File: config.mk
export PLATFORM = sky130hd
export DESIGN_NAME = mshr_file
export DESIGN_NICKNAME = d
export VERILOG_FILES = /design/src/rtl/mshr_pkg.sv /design/src/rtl/mshr_free_pick.sv /design/src/rtl/mshr_issue_sel.sv /design/src/rtl/mshr_match.sv /design/src/rtl/mshr_file.sv
export SDC_FILE = /design/constraint.sdc
export NUM_CORES = 1
export LEC_CHECK = 0
export ABC_CLOCK_PERIOD_IN_PS = 12300
export BUFFER_PORTS_ARGS = -buffer_cell sky130_fd_sc_hd__buf_2
export CAP_MARGIN = 5
export CORE_ASPECT_RATIO = 0.5
export CORE_MARGIN = 2
export CORE_UTILIZATION = 60
export DETAILED_ROUTE_END_ITERATION = 10
export PLACE_DENSITY = 0.8
export RECOVER_POWER = 50
export SYNTH_ARGS = -nofsm -noshare
export SYNTH_HDL_FRONTEND = slang
export SYNTH_SLANG_ARGS = --single-unit
File: constraint.sdc
create_clock -name clk_i -period 12.3 [get_ports clk_i]
set_input_delay 0.615 -clock clk_i [delete_from_list [all_inputs] [get_ports clk_i]]
set_output_delay 0.615 -clock clk_i [all_outputs]
set_load 0.05 [all_outputs]
File: src/rtl/mshr_pkg.sv
package mshr_pkg;
  typedef enum logic [1:0] {
    ENT_FREE = 2'd0,
    ENT_WAIT = 2'd1,
    ENT_SVC  = 2'd2
  } ent_state_e;

  typedef enum logic [2:0] {
    CMD_NONE   = 3'd0,
    CMD_SQUASH = 3'd1,
    CMD_FREE   = 3'd2,
    CMD_SVC    = 3'd3,
    CMD_PEND   = 3'd4,
    CMD_FRONT  = 3'd5,
    CMD_ALLOC  = 3'd6
  } cmd_e;
endpackage

File: src/rtl/mshr_free_pick.sv
module mshr_free_pick #(
  parameter int PHYS  = 4,
  parameter int IDX_W = 2
) (
  input  logic             clk_i,
  input  logic             rst_ni,
  input  logic [PHYS-1:0]  free_vec_i,
  input  logic [PHYS-1:0]  freed_vec_i,
  output logic             pick_v_o,
  output logic [IDX_W-1:0] pick_idx_o
);
  localparam int RW = $clog2(PHYS) + 2;
  localparam logic [RW-1:0] RMAX = '1;

  // rank 0 = most recently freed
  logic [RW-1:0] rank_q [PHYS];
  logic [RW-1:0] best;

  always_ff @(posedge clk_i or negedge rst_ni) begin
    if (!rst_ni) begin
      for (int i = 0; i < PHYS; i++) rank_q[i] <= RW'(i);
    end else if (|freed_vec_i) begin
      for (int i = 0; i < PHYS; i++) begin
        if (freed_vec_i[i]) rank_q[i] <= '0;
        else if (free_vec_i[i] && rank_q[i] != RMAX) rank_q[i] <= rank_q[i] + 1'b1;
      end
    end
  end

  always_comb begin
    pick_v_o   = 1'b0;
    pick_idx_o = '0;
    best       = RMAX;
    for (int i = 0; i < PHYS; i++) begin
      if (free_vec_i[i] && (!pick_v_o || rank_q[i] < best)) begin
        pick_v_o   = 1'b1;
        pick_idx_o = IDX_W'(i);
        best       = rank_q[i];
      end
    end
  end

  AST_PICK_FREE: assert property (@(posedge clk_i) disable iff (!rst_ni)
    pick_v_o |-> free_vec_i[pick_idx_o]);
endmodule

File: src/rtl/mshr_issue_sel.sv
module mshr_issue_sel #(
  parameter int PHYS   = 4,
  parameter int IDX_W  = 2,
  parameter int TIME_W = 8
) (
  input  logic              clk_i,
  input  logic              rst_ni,
  input  logic [TIME_W-1:0] now_i,
  input  logic [PHYS-1:0]   wait_vec_i,
  input  logic [TIME_W-1:0] rt_i [PHYS],
  input  logic [PHYS-1:0]   ins_vec_i,
  input  logic [PHYS-1:0]   leave_vec_i,
  input  logic              front_set_i,
  input  logic [IDX_W-1:0]  front_idx_i,
  output logic              issue_v_o,
  output logic [IDX_W-1:0]  issue_idx_o
);
  // older_q[i][j]: i joined the waiting set before j
  logic [PHYS-1:0]  older_q [PHYS];
  logic             front_v_q;
  logic [IDX_W-1:0] front_idx_q;
  logic [PHYS-1:0]  elig, win;

  always_ff @(posedge clk_i or negedge rst_ni) begin
    if (!rst_ni) begin
      for (int i = 0; i < PHYS; i++) older_q[i] <= '0;
    end else begin
      for (int k = 0; k < PHYS; k++) begin
        if (ins_vec_i[k]) begin
          older_q[k] <= '0;
          for (int j = 0; j < PHYS; j++) begin
            if (j != k) older_q[j][k] <= 1'b1;
          end
        end
      end
    end
  end

  always_ff @(posedge clk_i or negedge rst_ni) begin
    if (!rst_ni) begin
      front_v_q   <= 1'b0;
      front_idx_q <= '0;
    end else if (front_set_i) begin
      front_v_q   <= 1'b1;
      front_idx_q <= front_idx_i;
    end else if (front_v_q && leave_vec_i[front_idx_q]) begin
      front_v_q   <= 1'b0;
    end
  end

  always_comb begin
    for (int i = 0; i < PHYS; i++) elig[i] = wait_vec_i[i] && (rt_i[i] <= now_i);
    for (int i = 0; i < PHYS; i++) begin
      win[i] = elig[i];
      for (int j = 0; j < PHYS; j++) begin
        if (j != i && elig[j]) begin
          if (!((rt_i[i] < rt_i[j]) || (rt_i[i] == rt_i[j] && older_q[i][j])))
            win[i] = 1'b0;
        end
      end
    end
  end

  always_comb begin
    issue_v_o   = 1'b0;
    issue_idx_o = '0;
    if (front_v_q && wait_vec_i[front_idx_q]) begin
      issue_v_o   = 1'b1;
      issue_idx_o = front_idx_q;
    end else begin
      for (int i = PHYS - 1; i >= 0; i--) begin
        if (win[i]) begin
          issue_v_o   = 1'b1;
          issue_idx_o = IDX_W'(i);
        end
      end
    end
  end

  AST_FRONT_WAITING: assert property (@(posedge clk_i) disable iff (!rst_ni)
    front_v_q |-> wait_vec_i[front_idx_q]);
  AST_ONE_WINNER: assert property (@(posedge clk_i) disable iff (!rst_ni)
    $onehot0(win));
  AST_ISSUE_WAITING: assert property (@(posedge clk_i) disable iff (!rst_ni)
    issue_v_o |-> wait_vec_i[issue_idx_o]);
endmodule

File: src/rtl/mshr_match.sv
module mshr_match #(
  parameter int PHYS   = 4,
  parameter int IDX_W  = 2,
  parameter int ADDR_W = 16
) (
  input  logic [ADDR_W-1:0] addr_i,
  input  logic              secure_i,
  input  logic [PHYS-1:0]   valid_vec_i,
  input  logic [PHYS-1:0]   wait_vec_i,
  input  logic [ADDR_W-1:0] ent_addr_i [PHYS],
  input  logic [PHYS-1:0]   ent_sec_i,
  output logic [PHYS-1:0]   match_vec_o,
  output logic              hit_o,
  output logic [IDX_W-1:0]  idx_o,
  output logic              wait_hit_o
);
  always_comb begin
    for (int i = 0; i < PHYS; i++)
      match_vec_o[i] = valid_vec_i[i] && ent_addr_i[i] == addr_i && ent_sec_i[i] == secure_i;
    hit_o      = |match_vec_o;
    wait_hit_o = |(match_vec_o & wait_vec_i);
    idx_o      = '0;
    for (int i = PHYS - 1; i >= 0; i--) begin
      if (match_vec_o[i]) idx_o = IDX_W'(i);
    end
  end
endmodule

File: src/rtl/mshr_file.sv
module mshr_file
  import mshr_pkg::*;
#(
  parameter int NUM_ENTRIES = 4,
  parameter int NUM_RESERVE = 1,
  parameter int ADDR_W      = 16,
  parameter int TID_W       = 2,
  parameter int TIME_W      = 8,
  localparam int PHYS       = NUM_ENTRIES + NUM_RESERVE - 1,
  localparam int IDX_W      = (PHYS > 1) ? $clog2(PHYS) : 1,
  localparam int CNT_W      = $clog2(PHYS + 1)
) (
  input  logic              clk_i,
  input  logic              rst_ni,
  input  logic [TIME_W-1:0] now_i,
  input  logic              alloc_valid_i,
  input  logic [ADDR_W-1:0] alloc_addr_i,
  input  logic              alloc_secure_i,
  input  logic [TID_W-1:0]  alloc_tid_i,
  input  logic [TIME_W-1:0] alloc_ready_i,
  output logic [IDX_W-1:0]  alloc_idx_o,
  input  logic [ADDR_W-1:0] lookup_addr_i,
  input  logic              lookup_secure_i,
  output logic              lookup_hit_o,
  output logic [IDX_W-1:0]  lookup_idx_o,
  output logic [PHYS-1:0]   lookup_vec_o,
  output logic              lookup_wait_hit_o,
  output logic              issue_valid_o,
  output logic [IDX_W-1:0]  issue_idx_o,
  input  logic              svc_valid_i,
  input  logic [IDX_W-1:0]  svc_idx_i,
  input  logic              pend_valid_i,
  input  logic [IDX_W-1:0]  pend_idx_i,
  input  logic              front_valid_i,
  input  logic [IDX_W-1:0]  front_idx_i,
  input  logic              free_valid_i,
  input  logic [IDX_W-1:0]  free_idx_i,
  input  logic              squash_valid_i,
  input  logic [TID_W-1:0]  squash_tid_i,
  input  logic              drain_req_i,
  output logic              drain_done_o,
  output logic              full_o,
  output logic              empty_o,
  output logic [CNT_W-1:0]  alloc_count_o,
  output logic [CNT_W-1:0]  svc_count_o,
  output logic              err_o
);
  ent_state_e        st_q   [PHYS];
  logic [ADDR_W-1:0] addr_q [PHYS];
  logic [TID_W-1:0]  tid_q  [PHYS];
  logic [TIME_W-1:0] rt_q   [PHYS];
  logic [PHYS-1:0]   sec_q;

  logic [PHYS-1:0]   valid_vec, wait_vec, svc_vec;
  logic [PHYS-1:0]   freed_vec, ins_vec, leave_vec;
  logic [CNT_W-1:0]  alloc_cnt_q, svc_cnt_q, alloc_cnt_d, svc_cnt_d, freed_cnt;
  logic              drain_pend_q, drain_done_q, drain_pend_d, drain_done_d;
  logic              err_q, err_ev;
  logic              pick_v;
  logic [IDX_W-1:0]  pick_idx;
  cmd_e              cmd;

  function automatic logic idx_ok(logic [IDX_W-1:0] idx);
    return int'(idx) < PHYS;
  endfunction

  always_comb begin
    for (int i = 0; i < PHYS; i++) begin
      valid_vec[i] = st_q[i] != ENT_FREE;
      wait_vec[i]  = st_q[i] == ENT_WAIT;
      svc_vec[i]   = st_q[i] == ENT_SVC;
    end
  end

  // one command per cycle, fixed priority
  always_comb begin
    cmd    = CMD_NONE;
    err_ev = 1'b0;
    if (squash_valid_i) begin
      cmd = CMD_SQUASH;
    end else if (free_valid_i) begin
      if (idx_ok(free_idx_i) && valid_vec[free_idx_i]) cmd = CMD_FREE;
      else err_ev = 1'b1;
    end else if (svc_valid_i) begin
      if (idx_ok(svc_idx_i) && wait_vec[svc_idx_i]) cmd = CMD_SVC;
      else err_ev = 1'b1;
    end else if (pend_valid_i) begin
      if (idx_ok(pend_idx_i) && svc_vec[pend_idx_i]) cmd = CMD_PEND;
      else err_ev = 1'b1;
    end else if (front_valid_i) begin
      if (!idx_ok(front_idx_i) || !valid_vec[front_idx_i]) err_ev = 1'b1;
      else if (wait_vec[front_idx_i]) cmd = CMD_FRONT;
    end else if (alloc_valid_i) begin
      if (pick_v) cmd = CMD_ALLOC;
      else err_ev = 1'b1;
    end
  end

  always_comb begin
    freed_cnt = '0;
    for (int i = 0; i < PHYS; i++) begin
      freed_vec[i] = (cmd == CMD_SQUASH && wait_vec[i] && tid_q[i] == squash_tid_i)
                  || (cmd == CMD_FREE && free_idx_i == IDX_W'(i));
      ins_vec[i]   = (cmd == CMD_ALLOC && pick_idx == IDX_W'(i))
                  || (cmd == CMD_PEND && pend_idx_i == IDX_W'(i));
      leave_vec[i] = freed_vec[i] || (cmd == CMD_SVC && svc_idx_i == IDX_W'(i));
      freed_cnt    = freed_cnt + CNT_W'(freed_vec[i]);
    end
  end

  always_comb begin
    alloc_cnt_d = alloc_cnt_q - freed_cnt + CNT_W'(cmd == CMD_ALLOC);
    svc_cnt_d   = svc_cnt_q;
    if (cmd == CMD_SVC) svc_cnt_d = svc_cnt_q + 1'b1;
    if (cmd == CMD_PEND) svc_cnt_d = svc_cnt_q - 1'b1;
    if (cmd == CMD_FREE && svc_vec[free_idx_i]) svc_cnt_d = svc_cnt_q - 1'b1;
    drain_done_d = (drain_req_i && alloc_cnt_q == '0)
                || ((drain_req_i || drain_pend_q) && alloc_cnt_d == '0);
    drain_pend_d = (drain_req_i || drain_pend_q) && !drain_done_d;
  end

  always_ff @(posedge clk_i or negedge rst_ni) begin
    if (!rst_ni) begin
      for (int i = 0; i < PHYS; i++) begin
        st_q[i]   <= ENT_FREE;
        addr_q[i] <= '0;
        tid_q[i]  <= '0;
        rt_q[i]   <= '0;
      end
      sec_q <= '0;
    end else begin
      for (int i = 0; i < PHYS; i++) begin
        if (freed_vec[i]) begin
          st_q[i] <= ENT_FREE;
        end else if (ins_vec[i]) begin
          st_q[i] <= ENT_WAIT;
          if (cmd == CMD_ALLOC) begin
            addr_q[i] <= alloc_addr_i;
            sec_q[i]  <= alloc_secure_i;
            tid_q[i]  <= alloc_tid_i;
            rt_q[i]   <= alloc_ready_i;
          end
        end else if (leave_vec[i]) begin
          st_q[i] <= ENT_SVC;
        end
      end
    end
  end

  always_ff @(posedge clk_i or negedge rst_ni) begin
    if (!rst_ni) begin
      alloc_cnt_q  <= '0;
      svc_cnt_q    <= '0;
      drain_pend_q <= 1'b0;
      drain_done_q <= 1'b0;
      err_q        <= 1'b0;
    end else begin
      alloc_cnt_q  <= alloc_cnt_d;
      svc_cnt_q    <= svc_cnt_d;
      drain_pend_q <= drain_pend_d;
      drain_done_q <= drain_done_d;
      err_q        <= err_q | err_ev;
    end
  end

  mshr_free_pick #(.PHYS(PHYS), .IDX_W(IDX_W)) u_free (
    .clk_i       (clk_i),
    .rst_ni      (rst_ni),
    .free_vec_i  (~valid_vec),
    .freed_vec_i (freed_vec),
    .pick_v_o    (pick_v),
    .pick_idx_o  (pick_idx)
  );

  mshr_issue_sel #(.PHYS(PHYS), .IDX_W(IDX_W), .TIME_W(TIME_W)) u_sel (
    .clk_i       (clk_i),
    .rst_ni      (rst_ni),
    .now_i       (now_i),
    .wait_vec_i  (wait_vec),
    .rt_i        (rt_q),
    .ins_vec_i   (ins_vec),
    .leave_vec_i (leave_vec),
    .front_set_i (cmd == CMD_FRONT),
    .front_idx_i (front_idx_i),
    .issue_v_o   (issue_valid_o),
    .issue_idx_o (issue_idx_o)
  );

  mshr_match #(.PHYS(PHYS), .IDX_W(IDX_W), .ADDR_W(ADDR_W)) u_match (
    .addr_i      (lookup_addr_i),
    .secure_i    (lookup_secure_i),
    .valid_vec_i (valid_vec),
    .wait_vec_i  (wait_vec),
    .ent_addr_i  (addr_q),
    .ent_sec_i   (sec_q),
    .match_vec_o (lookup_vec_o),
    .hit_o       (lookup_hit_o),
    .idx_o       (lookup_idx_o),
    .wait_hit_o  (lookup_wait_hit_o)
  );

  assign alloc_idx_o   = pick_idx;
  assign full_o        = alloc_cnt_q == CNT_W'(PHYS);
  assign empty_o       = alloc_cnt_q == '0;
  assign alloc_count_o = alloc_cnt_q;
  assign svc_count_o   = svc_cnt_q;
  assign drain_done_o  = drain_done_q;
  assign err_o         = err_q;

  AST_NO_OVERFLOW: assert property (@(posedge clk_i) disable iff (!rst_ni)
    alloc_cnt_q <= CNT_W'(PHYS));
  AST_CNT_TRACKS: assert property (@(posedge clk_i) disable iff (!rst_ni)
    int'(alloc_cnt_q) == $countones(valid_vec));
  AST_SVC_TRACKS: assert property (@(posedge clk_i) disable iff (!rst_ni)
    int'(svc_cnt_q) == $countones(svc_vec));
  AST_FULL_REJECT: assert property (@(posedge clk_i) disable iff (!rst_ni)
    (cmd == CMD_ALLOC) |-> !full_o);
  AST_ERR_STICKY: assert property (@(posedge clk_i) disable iff (!rst_ni)
    err_o |=> err_o);
  AST_DRAIN_EMPTY: assert property (@(posedge clk_i) disable iff (!rst_ni)
    drain_done_o |-> empty_o);
  AST_SQUASH_KEEPS_SVC: assert property (@(posedge clk_i) disable iff (!rst_ni)
    (cmd == CMD_SQUASH) |=> svc_cnt_q == $past(svc_cnt_q));
endmodule

==> metrics.md, run 1 <==
| Metric | Value |
|---|---|
| Buffering stage count on the worst path with inverters included | `2` |
| Count of final max-slew check failures | `roughly 160` |
| Pin count of the biggest net entering global routing | `93` |
| Synth top area share | `37.56%` |
| Antenna Nets Post-Route | `0` |
| Warnings from Yosys | `0` |
| Top routing layer used | `met4` |
| Type of the worst setup path | `in2async` |
| Violated checks | `capacitance limit, slew limit` |
| Number of enable flip-flop cells after synthesis | `0` |
| Clock Sink Count | `between 150 and 200` |
| Static Leak | `about 5.6 nW` |
| Most frequently used cell type in the post-synthesis netlist | `sky130_fd_sc_hd__dfrtp_1` |
| First drt pass iteration count | `5` |
| Detailed route wirelength on metal3 | `between 1.5 and 2 mm` |
| Effective utilization at floorplan | `around three fifths` |
| Mean instance size in the synthesized netlist | `10.48 um^2` |
| Hold buffers post-CTS | `0` |
| Number of nets in the final layout | `1236` |
| Ports | `94` |
| Later-pin clock latency in the skew report | `approximately 0.43 ns` |
| Total die area | `0.01799 mm^2` |
| Max-cap viol count | `2` |
| Iter 0 DRT Violations | `about 700` |
| Placeable core region | `0.01643 mm^2` |
| Placed Instance Area | `around 0.011 mm^2` |
| Cell with the largest stage delay on the worst path | `sky130_fd_sc_hd__clkbuf_1` |
| Post-synthesis async set-or-reset flop share | `between 90% and 100%` |
| Setup repair after global routing missed its margin | `false` |
| Floorplan die height | `95.86 um` |
| Post-route core utilization | `just under 70%` |
| Maximum vdd ir drop | `between 0.15 and 0.2 mV` |
| Bufs on Longest Clock Path | `2` |
| Layout Skew | `0.01382 ns` |
| Die Span X | `between 150 and 200 um` |
| Main synth FF type | `sky130_fd_sc_hd__dfrtp_1` |
| Share of the cycle needed by the critical path after routing | `between 50% and 60%` |
| Number of endpoints with negative hold slack in the final report | `0` |
| Layout Cell Area excl Fill | `0.01142 mm^2` |
| Estimated wirelength of the detail-placed design | `around 20 mm` |
| Via count normalized by instance count | `between 6 and 7` |
| Routed wire length | `around 27 mm` |
| Count of distinct cell types in the synthesized netlist | `82` |
| TritonCTS clock tree | `done` |
| Cell Area, Synth | `a little over 0.01 mm^2` |
| Worst-Margin Slew | `4.857 ns` |
| Quantity of I/O buffers inserted on ports | `93` |
| Ratio of cells with drive above 1 in the final layout | `a little under a quarter` |
| Top cell family by delay on the critical path | `buffers and inverters` |
| Critical path arrival | `approximately 6.6 ns` |
| Top post-synthesis cells by count | `sky130_fd_sc_hd__dfrtp_1 (152), sky130_fd_sc_hd__ha_1 (95), sky130_fd_sc_hd__mux2_2 (94)` |
| Setup TNS after final layout | `0 ns` |
| Required time at the worst-slack endpoint | `12.08 ns` |
| Cell area power density | `between 200 and 300 mW/mm^2` |
| Type of origin of the critical path | `input pin` |
| Flop and latch count out of synthesis | `between 150 and 200` |
| Min-Delay Path Class | `in2reg` |
| Root buffer cell | `sky130_fd_sc_hd__clkbuf_16` |
| Crit path top cell by count | `sky130_fd_sc_hd__clkbuf_1` |
| Maximum clock frequency | `between 100 and 150 MHz` |
| Peak fanout along the critical path | `92` |
| Post-CTS setup buffers | `0` |
| Routed met1 length | `roughly 12 mm` |
| Layout filler cell count | `1246` |
| Crit path capture type | `asynchronous set/reset pin` |
| Area growth from synthesis to layout | `12.81%` |
| Delay of the slowest critical-path stage | `about 3.4 ns` |
| Number of clock buffers inserted by TritonCTS | `17` |
| Wire per inst | `20.38 um` |
| Via count of the first global-routing pass | `8187` |
| Ordered list of cells on the worst path | `clkbuf_1 -> clkbuf_1` |
| Number of gates given a new drive strength after cts | `0` |
| Worst slack at placement | `5.932 ns` |
| Wire length of the first global-routing pass | `42.97 mm` |
| Synthesized net count | `approximately 1100` |
| Fraction of the yosys area taken by sequential cells | `38.60%` |
| Remaining design rule violation count | `0` |
| Final weighted congestion in routability-driven placement | `between 0.9 and 1` |
| Max-Slew Margin vs Limit | `-223.8%` |
| Clock-pin slew on the worst setup and hold paths | `roughly 0.07 ns` |
| H-tree levels | `4` |
| Met2 wire length | `between 10 and 15 mm` |
| Largest cells by area after synthesis | `sky130_fd_sc_hd__dfrtp_1 (38%), sky130_fd_sc_hd__ha_1 (12%), sky130_fd_sc_hd__mux2_2 (10%)` |
| Largest area contributor in the synthesized netlist | `sky130_fd_sc_hd__dfrtp_1` |
| Mapped Cells | `966` |
| Setup Viol. Count Final | `0` |
| Initial antenna violation count | `0` |
| Count of standard-cell rows | `33` |
| Setup WS post-layout | `about 5.5 ns` |
| Overall track demand over capacity in global routing | `31.15%` |
| Final Hold Slack | `0.4260 ns` |
| Result of the run | `finished with violations` |
| Total congestion overflow | `0` |
| Min Clock Period, post-route | `between 6 and 7 ns` |
| Detailed-route via count | `about 8200` |
## power breakdown
part | leakage, nW | switching (W) | internal [W]
Clock | 0.285 | 0.000253 | 0.000273
Combinational | 3.29 | 0.000929 | 0.000605
Sequential | 2.00 | 0.000191 | 0.000686
## worst paths after layout
kind | start | endpoint | slack, ns | cells past startpoint
setup reg to reg | st_q[6] | st_q[2] | 5.81 | 25
hold reg to reg | svc_count_o[2] | svc_count_o[2] | 0.47 | 1
min in group asynchronous | rst_ni | addr_q[14] | 1.92 | 1
max in group clk_i | st_q[6] | alloc_idx_o[0] | 5.67 | 24
setup / recovery | rst_ni | st_q[5] | 5.47 | 2
hold / removal | alloc_ready_i[5] | rt_q[29] | 0.43 | 3
## layout by cell type, fill, tap and decap left out, types with 5 or more instances in the layout
cell,Yosys,final
sky130_fd_sc_hd__o211ai_1,6,6
sky130_fd_sc_hd__dfrtp_1,152,152
sky130_fd_sc_hd__a21o_1,14,14
sky130_fd_sc_hd__a31oi_1,8,8
sky130_fd_sc_hd__nor4_1,18,18
sky130_fd_sc_hd__nor2b_1,17,17
sky130_fd_sc_hd__mux4_2,6,6
sky130_fd_sc_hd__a211oi_1,8,8
sky130_fd_sc_hd__nand3_1,29,29
sky130_fd_sc_hd__xor2_1,50,50
sky130_fd_sc_hd__a21oi_1,42,42
sky130_fd_sc_hd__nand4_1,26,26
sky130_fd_sc_hd__buf_2,6,82
sky130_fd_sc_hd__nand2_1,55,55
sky130_fd_sc_hd__clkbuf_16,0,17
sky130_fd_sc_hd__clkbuf_1,10,12
sky130_fd_sc_hd__ha_1,95,95
sky130_fd_sc_hd__inv_1,69,69
sky130_fd_sc_hd__inv_8,0,5
sky130_fd_sc_hd__mux2_2,94,94
sky130_fd_sc_hd__buf_4,1,6
sky130_fd_sc_hd__nor3_1,22,22
sky130_fd_sc_hd__and2_1,5,5
sky130_fd_sc_hd__o21ai_1,10,10
sky130_fd_sc_hd__xnor2_1,39,39
sky130_fd_sc_hd__o21ai_0,35,35
sky130_fd_sc_hd__nor2_1,42,42
## stage by stage
step	cells	power [W]
final	1308	0.002936
after global routing	1307	0.003125
after CTS	1307	0.002923
after detailed placement	1275	0.002373
after global placement	1275	0.002307
after floorplan	966	0.001969
## area by class of cell
cell class,instances,area (um^2),area share [%]
Multi-Input combinational cell,720,5861,51.30
Sequential cell,156,3909,34.22
Timing Repair Buffer,100,500.5,4.381
Clock buffer,17,425.4,3.724
Tap cell,227,284.0,2.486
Inverter,72,270.3,2.366
Clock inverter,15,171.4,1.501
Antenna cell,1,2.502,0.02191
## sequential cells by signal (all words and copies together) (netlist names)
name               count
drain_done_o           1
rt_q                  32
tid_q                  8
u_sel.front_idx_q      2
u_sel.front_v_q        1
st_q                   8
sec_q                  4
err_o                  1
alloc_count_o          3
u_sel.older_q         12
drain_pend_q           1
addr_q                64
u_free.rank_q         16
svc_count_o            3
## routing by layer
layer  GRT usage [%]  vias up
li1                -     3720
met1           40.47     4068
met2           53.64      323
met3           5.031       69
met4           11.88        0
met5               0        -
## cells by family (layout without fill, tap and decap cells)
logic type | Yosys count | in the layout | synth area share [%]
and+or+nand+nor | 251 | 251 | 13.01
AOI/OAI and AO/OA | 177 | 177 | 12.34
DFF | 156 | 156 | 38.60
muxes | 105 | 105 | 12.49
adders and majority gates | 98 | 98 | 12.33
buffers and inverters | 90 | 204 | 3.522
xor gates and xnor gates | 89 | 89 | 7.698
other | 0 | 1 | 0
Note: power is estimated with default switching activity, not from simulation.
==> inputs of run 2 (changes only) <==
--- a/config.mk
+++ b/config.mk
@@ -5,14 +5,14 @@
 export SDC_FILE = /design/constraint.sdc
 export NUM_CORES = 1
 export LEC_CHECK = 0
-export ABC_CLOCK_PERIOD_IN_PS = 12300
+export ABC_CLOCK_PERIOD_IN_PS = 5550
 export BUFFER_PORTS_ARGS = -buffer_cell sky130_fd_sc_hd__buf_2
 export CAP_MARGIN = 5
 export CORE_ASPECT_RATIO = 0.5
 export CORE_MARGIN = 2
-export CORE_UTILIZATION = 60
+export CORE_UTILIZATION = 55
 export DETAILED_ROUTE_END_ITERATION = 10
-export PLACE_DENSITY = 0.8
+export PLACE_DENSITY = 0.78
 export RECOVER_POWER = 50
 export SYNTH_ARGS = -nofsm -noshare
 export SYNTH_HDL_FRONTEND = slang
==> constraint.sdc (replaced) <==
create_clock -name clk_i -period 5.55 [get_ports clk_i]
set_input_delay 0.2775 -clock clk_i [delete_from_list [all_inputs] [get_ports clk_i]]
set_output_delay 0.2775 -clock clk_i [all_outputs]
set_load 0.05 [all_outputs]
==> run 2 against run 1 <==
  * The flow still finishes with violations (capacitance limit, slew limit)
  * Hold slack worse by 0.33 ns
  * Design area is 2.9% higher
  * Sequential share of layout area is 0.95 points lower
  * Combinational power grew to 2.5 times the previous value
  * Final cell count is 2.4% higher
  * Clock skew is 0.0041 ns lower
  * Worst setup slack worse by 5.2 ns
  * Register-to-register slack worse by 5.5 ns
  * Clock power is 140% higher
  * Via count is 1.3% lower
  * Critical endpoint is now alloc_idx_o[0]
  * Largest power group unchanged
==> metrics.md, run 2 (synthesis results as in run 1) <==
| Metric | Value |
|---|---|
| Maximum vdd ir drop | `between 0.4 and 0.5 mV` |
| Estimated wirelength of the detail-placed design | `between 20 and 25 mm` |
| Die Span X | `195.9 um` |
| Violated checks | `capacitance limit, slew limit` |
| Total congestion overflow | `0` |
| Largest register FFs | `64` |
| Floorplan die height | `approximately 100 um` |
| Iter 0 DRT Violations | `~450` |
| Via count normalized by instance count | `about 6` |
| Detailed-route via count | `approximately 8100` |
| Leading cell type in the layout, fill and taps excluded | `sky130_fd_sc_hd__dfrtp_1` |
| Antenna Nets Post-Route | `0` |
| Critical path arrival | `about 5.1 ns` |
| Count of standard-cell rows | `35` |
| Cell internal power dissipation | `about 0.004 W` |
| Quantity of I/O buffers inserted on ports | `93` |
| Total die area | `0.01958 mm^2` |
| Later-pin clock latency in the skew report | `0.44 ns` |
| TritonCTS clock tree | `done` |
| ANT cells | `0` |
| Static Leak | `between 5 and 6 nW` |
| Largest regs | `addr_q: 64 flops, rt_q: 32 flops, u_free.rank_q: 16 flops` |
| Worst-Margin Slew | `approximately 2.5 ns` |
| Largest reg by FF count | `addr_q` |
| Effective utilization at floorplan | `between 50% and 60%` |
| First drt pass iteration count | `5` |
| Number of endpoints with negative hold slack in the final report | `0` |
| Initial antenna violation count | `0` |
| Root buffer cell | `sky130_fd_sc_hd__clkbuf_16` |
| Peak fanout along the critical path | `7` |
| Cell with the largest stage delay on the worst path | `sky130_fd_sc_hd__dfrtp_1` |
| Crit path capture type | `output port` |
| H-tree levels | `4` |
| Count of final max-slew check failures | `between 100 and 150` |
| Delay of the slowest critical-path stage | `~0.38 ns` |
| Final instance count without filler cells | `1340` |
| Number of nets in the final layout | `1256` |
| Placeable core region | `about 0.018 mm^2` |
| Via count of the first global-routing pass | `8146` |
| Remaining design rule violation count | `0` |
| Maximum clock frequency | `around 190 MHz` |
| Layout Skew | `slightly below 0.01 ns` |
| Ports | `94` |
| Number of clock buffers inserted by TritonCTS | `17` |
| Placed insts | `between 1000 and 1500` |
| Logic gate share of total power | `55.1%` |
| Wire per inst | `20.22 um` |
| Proportion of power drawn by the clock network | `17.7%` |
| Crit path top cell by count | `sky130_fd_sc_hd__ha_1` |
| Pin count of the biggest net entering global routing | `about 100` |
| Switching Power | `roughly 0.0032 W` |
| Min Clock Period, post-route | `5.327 ns` |
| Ordered list of cells on the worst path | `or2_2 -> nor2_4 -> ha_1 -> and3b_2 -> nor2_4 -> o221ai_4 -> buf_4 -> o21ai_1 -> ha_1 -> a21oi_2 -> o21ai_4 -> a41o_1 -> o31ai_4 -> buf_6 -> nor2_1 -> a21oi_1 -> ha_1 -> a21oi_2 -> o21ai_0 -> a221o_1 -> a21bo_4 -> o21ai_2 -> buf_6` |
| Routed wire length | `27.10 mm` |
| Ratio of cells with drive above 1 in the final layout | `between 20 and 30%` |
| Clock Sink Count | `approximately 160` |
| Share of the cycle needed by the critical path after routing | `a little over nine tenths` |
| Type of origin of the critical path | `flip-flop` |
| Highest-count cells in the layout ignoring fill and taps | `sky130_fd_sc_hd__dfrtp_1 (152), sky130_fd_sc_hd__mux2_2 (94), sky130_fd_sc_hd__ha_1 (94), sky130_fd_sc_hd__buf_2 (80), sky130_fd_sc_hd__inv_1 (69)` |
| Final weighted congestion in routability-driven placement | `0.9071` |
| Max-Slew Margin vs Limit | `-69.95%` |
| Result of the run | `finished with violations` |
| Type of the worst setup path | `reg2out` |
| Bufs on Longest Clock Path | `2` |
| Clock-pin slew on the worst setup and hold paths | `approximately 0.070 ns` |
| Overall track demand over capacity in global routing | `28.92%` |
| Max-cap viol count | `1` |
| Setup TNS after final layout | `0 ns` |
| Min-Delay Path Class | `in2reg` |
| Required time at the worst-slack endpoint | `5.27 ns` |
| Area growth from synthesis to layout | `16.04%` |
| Setup Viol. Count Final | `0` |
| Wire length of the first global-routing pass | `around 44 mm` |
| Part of the total power dissipated in sequential elements | `a little over a quarter` |
| Net switching share of the total power | `roughly 45%` |
| Cell area power density | `between 600 and 700 mW/mm^2` |
[run 2: cell types whose count changed in the layout (fill, tap and decap cells not counted), sizes merged]
cell / before / now
clkinvlp: 2 / 0
dlygate4sd3: 0 / 1
buf: 88 / 106
inv: 79 / 80
clkinv: 6 / 3
diode: 1 / 0
bufinv: 0 / 2
clkbuf: 29 / 32
[run 2: metal layers]
metal | global-route usage, % | part of all wire, % | routed length (um)
met1 | 38.65 | 45 | 12200
met2 | 46.76 | 45 | 12280
met3 | 5.444 | 6.3 | 1704
met4 | 12.53 | 3.4 | 912
met5 | 0 | 0 | 0
[run 2: final cells by class]
| type | count | area (um^2) |
|---|---|---|
| Multi-Input combinational cell | 720 | 5943 |
| Clock inverter | 13 | 168.9 |
| Timing Repair Buffer | 120 | 705.7 |
| Fill cell | 1443 | 6467 |
| Inverter | 72 | 270.3 |
| Sequential cell | 156 | 3909 |
| Tap cell | 240 | 300.3 |
| Clock buffer | 19 | 452.9 |
[run 2: power by group through the flow]
stage	Sequential (W)	Clock [W]	Combinational (W)
final	0.00192	0.00125	0.00389
after global routing	0.00197	0.00130	0.00424
after CTS	0.00191	0.00125	0.00353
after detailed placement	0.00193	0	0.00345
after global placement	0.00191	0	0.00335
after floorplan	0.00188	0	0.00247
[run 2: path summary, 6_finish.rpt]
kind | to | slack (ns) | depth (start not counted) | from
setup / recovery | alloc_idx_o[0] | 0.22 | 23 | st_q[6]
hold / removal | drain_done_o | 0.09 | 3 | drain_req_i
setup reg to reg | addr_q[47] | 0.30 | 22 | st_q[6]
hold reg to reg | svc_count_o[2] | 0.47 | 1 | svc_count_o[2]
max in group asynchronous | svc_count_o[0] | 1.88 | 3 | rst_ni
min in group asynchronous | addr_q[14] | 1.15 | 2 | rst_ni
[run 2: metrics by stage]
step	instance area, um^2	util [%]	worst slack (ns)	total power (W)	hold slack [ns]
floorplan	10130	-	0.08983	0.004348	-0.01809
global placement	11030	60.54	0.05804	0.005260	0.4411
detailed placement	11030	60.54	-0.1178	0.005374	0.4582
CTS	11680	64.09	0.002856	0.006702	0.08487
global route	11750	64.50	-0.01066	0.007515	0.09869
finish	11750	64.50	0.2228	0.007057	0.09406
[run 2: repair_timing]
item                                    CTS  global route
resized for setup                         7            23
endpoints found under the setup margin   71            97
buffers inserted                          0             2
pin swaps                                 0             5
endpoints found under the hold margin    29             0
hold buffers                              1             0
[run 2: worst max-delay path: cells and delay by family, from the launching register on]
family	cells	cell delay, ns
AO/OA/AOI/OAI	12	2.03
AND/OR/NAND/NOR	5	0.85
adder cells (fa/ha/maj)	3	0.82
buffers and inverters	3	0.55
flip-flops	1	0.38
